==> config.mk <==
export PLATFORM = sky130hd
export DESIGN_NAME = uart_gpo_port
export DESIGN_NICKNAME = d
export VERILOG_FILES = /design/src/rtl/gpo_pkg.sv /design/src/rtl/gpo_addr_dec.sv /design/src/rtl/gpo_out_latch.sv /design/src/rtl/gpo_cfg_reg.sv /design/src/rtl/gpo_pin_mux.sv /design/src/rtl/uart_gpo_port.sv
export SDC_FILE = /design/constraint.sdc
export NUM_CORES = 1
export LEC_CHECK = 0
export ABC_AREA = 1
export BUFFER_PORTS_ARGS = -buffer_cell sky130_fd_sc_hd__buf_2
export CORE_UTILIZATION = 51
export CTS_BUF_LIST = sky130_fd_sc_hd__clkbuf_8
export DETAILED_ROUTE_END_ITERATION = 8
export GPL_TIMING_DRIVEN = 0
export PLACE_DENSITY_LB_ADDON = 0.15
export SETUP_SLACK_MARGIN = 0.1
export SYNTH_ARGS = -nofsm -noshare
export SYNTH_HDL_FRONTEND = slang
export SYNTH_SLANG_ARGS = --single-unit
export TNS_END_PERCENT = 30
==> constraint.sdc <==
create_clock -name clk -period 2.42 [get_ports clk]
set_clock_uncertainty 0.1 [all_clocks]
set_input_delay 0.484 -clock clk [delete_from_list [all_inputs] [get_ports clk]]
set_output_delay 0.484 -clock clk [all_outputs]
set_load 0.1 [all_outputs]
==> src/rtl/gpo_pkg.sv <==
package gpo_pkg;

   localparam int PORT_W  = 8;
   localparam int PIN_CLK = 2;   // clock-select pin
   localparam int PIN_CT  = 3;   // counter/timer pin
   localparam int PIN_RXI = 4;   // receive interrupt pin
   localparam int PIN_TXI = 6;   // transmit interrupt pin

   typedef enum logic [1:0] {
      SEL_LATCH = 2'b00,
      SEL_ALT1  = 2'b01,
      SEL_ALT2  = 2'b10,
      SEL_ALT3  = 2'b11
   } pin_sel_e;

   // Which select codes route a side-band source to the pin.
   function automatic logic [3:0] alt_mask(input int pin);
      if (pin == PIN_CLK) return 4'b1110;
      if (pin == PIN_CT || pin == PIN_RXI || pin == PIN_TXI) return 4'b0010;
      return 4'b0000;
   endfunction

   // Which select codes make the pin open-drain.
   function automatic logic [3:0] od_mask(input int pin);
      if (pin == PIN_CT || pin == PIN_RXI || pin == PIN_TXI) return 4'b0010;
      return 4'b0000;
   endfunction

endpackage

==> src/rtl/gpo_addr_dec.sv <==
module gpo_addr_dec #(
   parameter int          ADDR_W   = 4,
   parameter logic [ADDR_W-1:0] CFG_ADDR = 'hD,
   parameter logic [ADDR_W-1:0] SET_ADDR = 'hE,
   parameter logic [ADDR_W-1:0] CLR_ADDR = 'hF
) (
   input  logic              wr_en,
   input  logic [ADDR_W-1:0] wr_addr,
   output logic              cfg_stb,
   output logic              set_stb,
   output logic              clr_stb
);
   if (CFG_ADDR == SET_ADDR || CFG_ADDR == CLR_ADDR || SET_ADDR == CLR_ADDR) begin : g_bad_map
      $error("gpo_addr_dec: register addresses must be distinct");
   end

   always_comb begin
      cfg_stb = wr_en && (wr_addr == CFG_ADDR);
      set_stb = wr_en && (wr_addr == SET_ADDR);
      clr_stb = wr_en && (wr_addr == CLR_ADDR);
   end
endmodule

==> src/rtl/gpo_out_latch.sv <==
module gpo_out_latch #(
   parameter int W = 8
) (
   input  logic         clk,
   input  logic         rst_n,
   input  logic         set_stb,
   input  logic         clr_stb,
   input  logic [W-1:0] mask,
   output logic [W-1:0] q
);
   always_ff @(posedge clk or negedge rst_n) begin
      if (!rst_n)       q <= '0;
      else if (set_stb) q <= q | mask;
      else if (clr_stb) q <= q & ~mask;
   end
endmodule

==> src/rtl/gpo_cfg_reg.sv <==
module gpo_cfg_reg #(
   parameter int W = 8
) (
   input  logic         clk,
   input  logic         rst_n,
   input  logic         ld,
   input  logic [W-1:0] d,
   output logic [W-1:0] q
);
   always_ff @(posedge clk or negedge rst_n) begin
      if (!rst_n)  q <= '0;
      else if (ld) q <= d;
   end
endmodule

==> src/rtl/gpo_pin_mux.sv <==
module gpo_pin_mux
   import gpo_pkg::*;
#(
   parameter logic [3:0] ALT_MASK = 4'b0000,
   parameter logic [3:0] OD_MASK  = 4'b0000
) (
   input  logic       latch_bit,
   input  pin_sel_e   sel,
   input  logic [3:1] src,
   output logic       val,
   output logic       oe
);
   if (ALT_MASK[0] || ((OD_MASK & ~ALT_MASK) != 4'b0000)) begin : g_bad_mask
      $error("gpo_pin_mux: code 0 must be latch mode and open-drain codes must be alternates");
   end

   logic use_alt;
   logic use_od;
   logic src_bit;

   always_comb begin
      use_alt = ALT_MASK[sel];
      use_od  = OD_MASK[sel];
      src_bit = (sel == SEL_LATCH) ? 1'b0 : src[sel];
      if (!use_alt) begin
         val = ~latch_bit;
         oe  = 1'b1;
      end else if (use_od) begin
         val = 1'b0;
         oe  = ~src_bit;
      end else begin
         val = src_bit;
         oe  = 1'b1;
      end
   end
endmodule

==> src/rtl/uart_gpo_port.sv <==
module uart_gpo_port
   import gpo_pkg::*;
#(
   parameter int                ADDR_W   = 4,
   parameter int                DATA_W   = PORT_W,
   parameter logic [ADDR_W-1:0] CFG_ADDR = 'hD,
   parameter logic [ADDR_W-1:0] SET_ADDR = 'hE,
   parameter logic [ADDR_W-1:0] CLR_ADDR = 'hF
) (
   input  logic              clk,
   input  logic              rst_n,
   input  logic              wr_en,
   input  logic [ADDR_W-1:0] wr_addr,
   input  logic [DATA_W-1:0] wr_data,
   input  logic              isr_tx_rdy,
   input  logic              isr_rx_rdy,
   input  logic              ct_out,
   input  logic              txc_16x,
   input  logic              txc_1x,
   input  logic              rxc_1x,
   output logic [DATA_W-1:0] pin_val,
   output logic [DATA_W-1:0] pin_oe
);
   if (DATA_W != PORT_W) begin : g_bad_width
      $error("uart_gpo_port: the pin map needs an eight-bit port");
   end

   logic              cfg_stb, set_stb, clr_stb;
   logic [DATA_W-1:0] latch_q;
   logic [DATA_W-1:0] cfg_q;

   gpo_addr_dec #(
      .ADDR_W(ADDR_W), .CFG_ADDR(CFG_ADDR), .SET_ADDR(SET_ADDR), .CLR_ADDR(CLR_ADDR)
   ) u_dec (
      .wr_en(wr_en), .wr_addr(wr_addr),
      .cfg_stb(cfg_stb), .set_stb(set_stb), .clr_stb(clr_stb)
   );

   gpo_out_latch #(.W(DATA_W)) u_latch (
      .clk(clk), .rst_n(rst_n), .set_stb(set_stb), .clr_stb(clr_stb),
      .mask(wr_data), .q(latch_q)
   );

   gpo_cfg_reg #(.W(DATA_W)) u_cfg (
      .clk(clk), .rst_n(rst_n), .ld(cfg_stb), .d(wr_data), .q(cfg_q)
   );

   for (genvar g = 0; g < DATA_W; g++) begin : g_pin
      pin_sel_e   sel;
      logic [3:1] src;

      if (g == PIN_CLK) begin : g_clk
         assign sel = pin_sel_e'(cfg_q[1:0]);
         assign src = {rxc_1x, txc_1x, txc_16x};
      end else if (g == PIN_CT) begin : g_ct
         assign sel = pin_sel_e'(cfg_q[3:2]);
         assign src = {2'b00, ct_out};
      end else if (g == PIN_RXI) begin : g_rxi
         assign sel = pin_sel_e'({1'b0, cfg_q[g]});
         assign src = {2'b00, ~isr_rx_rdy};
      end else if (g == PIN_TXI) begin : g_txi
         assign sel = pin_sel_e'({1'b0, cfg_q[g]});
         assign src = {2'b00, ~isr_tx_rdy};
      end else if (g > PIN_CT) begin : g_rsv
         assign sel = pin_sel_e'({1'b0, cfg_q[g]});
         assign src = 3'b000;
      end else begin : g_fixed
         assign sel = SEL_LATCH;
         assign src = 3'b000;
      end

      gpo_pin_mux #(
         .ALT_MASK(alt_mask(g)), .OD_MASK(od_mask(g))
      ) u_mux (
         .latch_bit(latch_q[g]), .sel(sel), .src(src),
         .val(pin_val[g]), .oe(pin_oe[g])
      );
   end
endmodule

Yosys cells after proc, flatten, opt, wreduce, memory -nomap -nowiden
Cells that the tools add are included.
Word-level totals
  output and inout bits: 16
  bits of input ports: 21
  register bits: 16
Cells by class
  bitwise logic cells: 19
  mux-type cells: 46
  magnitude comparators: 6
  reduce and logical (&&, ||, !) cells: 10
  eq/ne operators: 3
Operator list (count)
  $mux 1: 39
  $mux 8: 2
  $not 1->1: 16
  $eq 4x4->1 const B: 3
  $logic_not 2->1: 6
  $lt 1x3->1 const B: 4
  $bmux 1 s2: 5
  $and 8x8->8: 1
  $not 8->8: 1
  $or 8x8->8: 1
  $lt 2x3->1 const B: 2
  $logic_and 1x1->1: 3
  $reduce_bool 2->1: 1

Depth between registers and ports, before layout
  word-level depth: 6
  gate-level depth with buffers: 6
  gate-level depth less buffers: 5

By module
Synthesis repeated with hierarchy kept, for this count alone.
Unflattened totals
  cell total of the unflattened synthesis: 124
  area, all modules: 859.6 µm²
By module, submodules not included
  gpo_out_latch: area each 330.3 µm², cells an instance 42, instances 1, sequential area each 200.2 µm²
  gpo_cfg_reg: area each 305.3 µm², cells an instance 34, instances 1, sequential area each 200.2 µm²
  gpo_pin_mux (g_pin[0].u_mux ...): area each 15.0 µm², cells an instance 3, instances 4, sequential area each 0.0 µm²
  gpo_pin_mux (g_pin[2].u_mux): area each 58.8 µm², cells an instance 14, instances 1, sequential area each 0.0 µm²
  gpo_pin_mux (g_pin[3].u_mux ...): area each 17.5 µm², cells an instance 3, instances 3, sequential area each 0.0 µm²
  gpo_addr_dec: area each 41.3 µm², cells an instance 10, instances 1, sequential area each 0.0 µm²
  uart_gpo_port: area each 11.3 µm², cells an instance 3, instances 1, sequential area each 0.0 µm²

Worst setup path after synthesis
No wires, ideal clock.
  path type: input -> output
  start: input port txc_16x
  end: output port pin_val[2]
  stages on the path: 4
  buffers on the path: 1
  setup slack: 0.748 ns
  required time: 1.836 ns
  data arrival time: 1.088 ns
  cell sequence: or2_2 -> nand2_1 -> nand2_1 -> buf_4
Between the ends
  word-level cells in the longest chain between the ends: 5
Ends and longest elaborated chain
  start: declaration: line uart_gpo_port.sv:18  | input logic txc_16x,
  $bmux 1 s2: line gpo_pin_mux.sv:24  | src_bit = (sel == SEL_LATCH) ? 1'b0 : src[sel];
  $mux 1 (implied by the code): line gpo_pin_mux.sv:24
  $mux 1: line gpo_pin_mux.sv:24
  $mux 1: line gpo_pin_mux.sv:28  | end else if (use_od) begin
  $mux 1: line gpo_pin_mux.sv:25  | if (!use_alt) begin
  end: declaration: line uart_gpo_port.sv:21  | output logic [DATA_W-1:0] pin_val,
Every way passes these cells. The select of a mux whose other input is x is not followed.

Worst setup path in the final report
  start: register u_cfg.q[0]
  end: output port pin_val[2]
Between the ends
  word-level cells in the longest chain between the ends: 5
  elaborated cells between the ends (all ways): 10
  classes of those cells: 9 x mux; 1 x reduce/logical
Ends and longest elaborated chain
  start: declaration: line gpo_cfg_reg.sv:8  | output logic [W-1:0] q
  start signal: assignment: line gpo_cfg_reg.sv:11  | if (!rst_n) q <= '0;
  start signal: assignment: line gpo_cfg_reg.sv:12  | else if (ld) q <= d;
  $bmux 1 s2: line gpo_pin_mux.sv:24
  $mux 1 (implied by the code): line gpo_pin_mux.sv:24
  $mux 1: line gpo_pin_mux.sv:24
  $mux 1: line gpo_pin_mux.sv:28
  $mux 1 *: line gpo_pin_mux.sv:25
Every way passes the cells marked *; elsewhere a longest branch is shown, timed or not. The select of a mux whose other input is x is not followed.

==> metrics.txt <==
fmax 491 MHz; Cell Pwr Density 1000 nW/µm²; residual DRC count 0; top post-synthesis cells by area dfrtp_1 42%, nand2_1 20%, buf_4 15%, nand3_1 9.1%, inv_1 5.0%; Worst-Skew Late Latency 0.24 ns; Area Overhead vs Synth 29.7%; number of global-route vias before repair 669; Post-Route Setup TNS 0 ns; Root Driver clkbuf_8; fillers 136; vias post-DR 766; crit path time final 2.04 ns; critical path cell sequence inv_1 > or2_2 > nand2_1 > nand2_1 > buf_4 > buf_2; gpl congestion 0.799; vias per cell 4.61; Die Ht 42.3 µm; Final #Nets 172; CP max stage delay 0.41 ns; Port-buffer cells 31; Synth Cell Area 827 µm²; Antenna diodes 0; Post-Syn Area per Cell 7.45 µm²; die area 1790 µm²; Die X 42.3 µm; setup bufs post-CTS 0; slowest CP cell buf_2; RSZ-0062 raised after global routing no; Detail Placement HPWL 1.14 mm; Synth Register Bits 14; row count 14; Ys Warns 0; part of the cycle the worst path needs 0.841; Hold Crit Class in -> async; GRT Total Usage 0.203; Netlist cell types 13; Syn Inst Count 111; post_cts resized 0; Pre-Repair DR Iteration Count 4; largest net degree at the start of global routing 15; routed wire length per instance 9.54 µm; H-tree levels 1; Seq/Total Area, Yosys 0.424; initial antenna violation count 0; core area 1510 µm²; IO Count 37; leakage 0.000616 µW; Routed Antenna Nets 0; Remaining Overflow, GRT 0; endpoints failing hold 0; status finished clean; Yosys top cell by area dfrtp_1; crit path kind reg -> out; reg2reg setup slack 1.70 ns; Worst path most repeated cell nand2_1; worst vdd ir 0.556 mV; Max-cap violations 0; Initial Util 0.549; hold buffer count at CTS 0; Clk pin slew, worst setup/hold paths 0.06 ns; critical path data arrival time 1.45 ns; Max Root-Sink Buffers 2; Setup-failing EPs final 0; fin. max-slew vios 0; startpoint types register; worst path required time 1.84 ns; CP max FO 4; share of layout cells above drive strength 1 0.373; Synth top area share 0.424; endpoint class of the critical path output pin; final WL 1.58 mm; CTS tree done; fin util 0.712; 1st-iter DRT viols 15; CTS buffer count 3; Sink Count 14; first-pass GRT wire length 2.78 mm
## Yosys cell counts
cell,number
nand2_1,44
buf_4,16
nand3_1,15
dfrtp_1,14
inv_1,11
a21oi_1,2
nor2_1,2
nor2_4,2
buf_6,1
conb_1,1
nand2_2,1
o211ai_1,1
or2_2,1
## metal layers
| layer | wire length, µm | global-route usage |
|---|---|---|
| met1 | 716 | 0.271 |
| met2 | 763 | 0.329 |
| met3 | 76 | 0.0259 |
| met4 | 28 | 0.0938 |
| met5 | 0 | 0 |
## final timing paths
kind                                         from                      to  cells past startpoint
hold / removal                              rst_n               async pin                      1
max in group asynchronous                   rst_n               async pin                      1
setup / recovery           u_cfg.q[0]$_DFFE_PN0P_              pin_val[2]                      6
min in group clk                         register                register                      2
setup reg to reg           u_cfg.q[6]$_DFFE_PN0P_  u_cfg.q[6]$_DFFE_PN0P_                      2
hold reg to reg                          register                register                      2
## cell type report
| class | count | area (µm²) | area share |
|---|---|---|---|
| Timing Repair Buffer | 31 | 155 | 0.145 |
| Clock buffer | 4 | 55.1 | 0.0513 |
| Inverter | 11 | 41.3 | 0.0385 |
| Tap cell | 16 | 20.0 | 0.0187 |
| Sequential cell | 14 | 350 | 0.327 |
| Buffer | 17 | 131 | 0.123 |
| Multi-Input combinational cell | 73 | 319 | 0.298 |
## cell families (layout without fill, tap and decap cells)
group	after synthesis	in the layout	share of synthesized area
other	1	5	0.00453
AOI/OAI and AO/OA	3	3	0.0212
buffers and inverters	28	63	0.209
DFF	14	14	0.424
and+or+nand+nor	65	65	0.342
## critical path, delay by kind of cell (launching register included)
kind          cells  cell delay [ns]
buf+inv           3             0.62
flops             1             0.37
simple gates      3             0.22
## power by group
| part | total [µW] | internal [µW] | switching (µW) |
|---|---|---|---|
| registers | 311 | 282 | 28.7 |
| clock network | 228 | 144 | 84.0 |
| logic | 537 | 123 | 413 |
## placed cells by master (no fill, tap or decap)
cell type	n
buf_2	31
a21oi_1	2
or2_2	1
nand3_1	15
nand2_2	1
o211ai_1	1
nor2_1	2
clkbuf_8	4
buf_6	1
nor2_4	2
inv_1	11
conb_1	5
nand2_1	44
dfrtp_1	14
buf_4	16
## through the flow
step	setup WS [ns]	power [µW]	cell area (µm²)	hold slack, ns	instances
after global routing	0.305	1130	1070	0.0523	166
after floorplan	0.748	778	842	0.0884	115
after CTS	0.386	1080	1070	0.0363	166
after global placement	0.475	845	1020	0.294	162
final	0.385	1080	1070	0.0284	166
after detailed placement	0.467	851	1020	0.300	162
(Power assumes the default switching activity.)
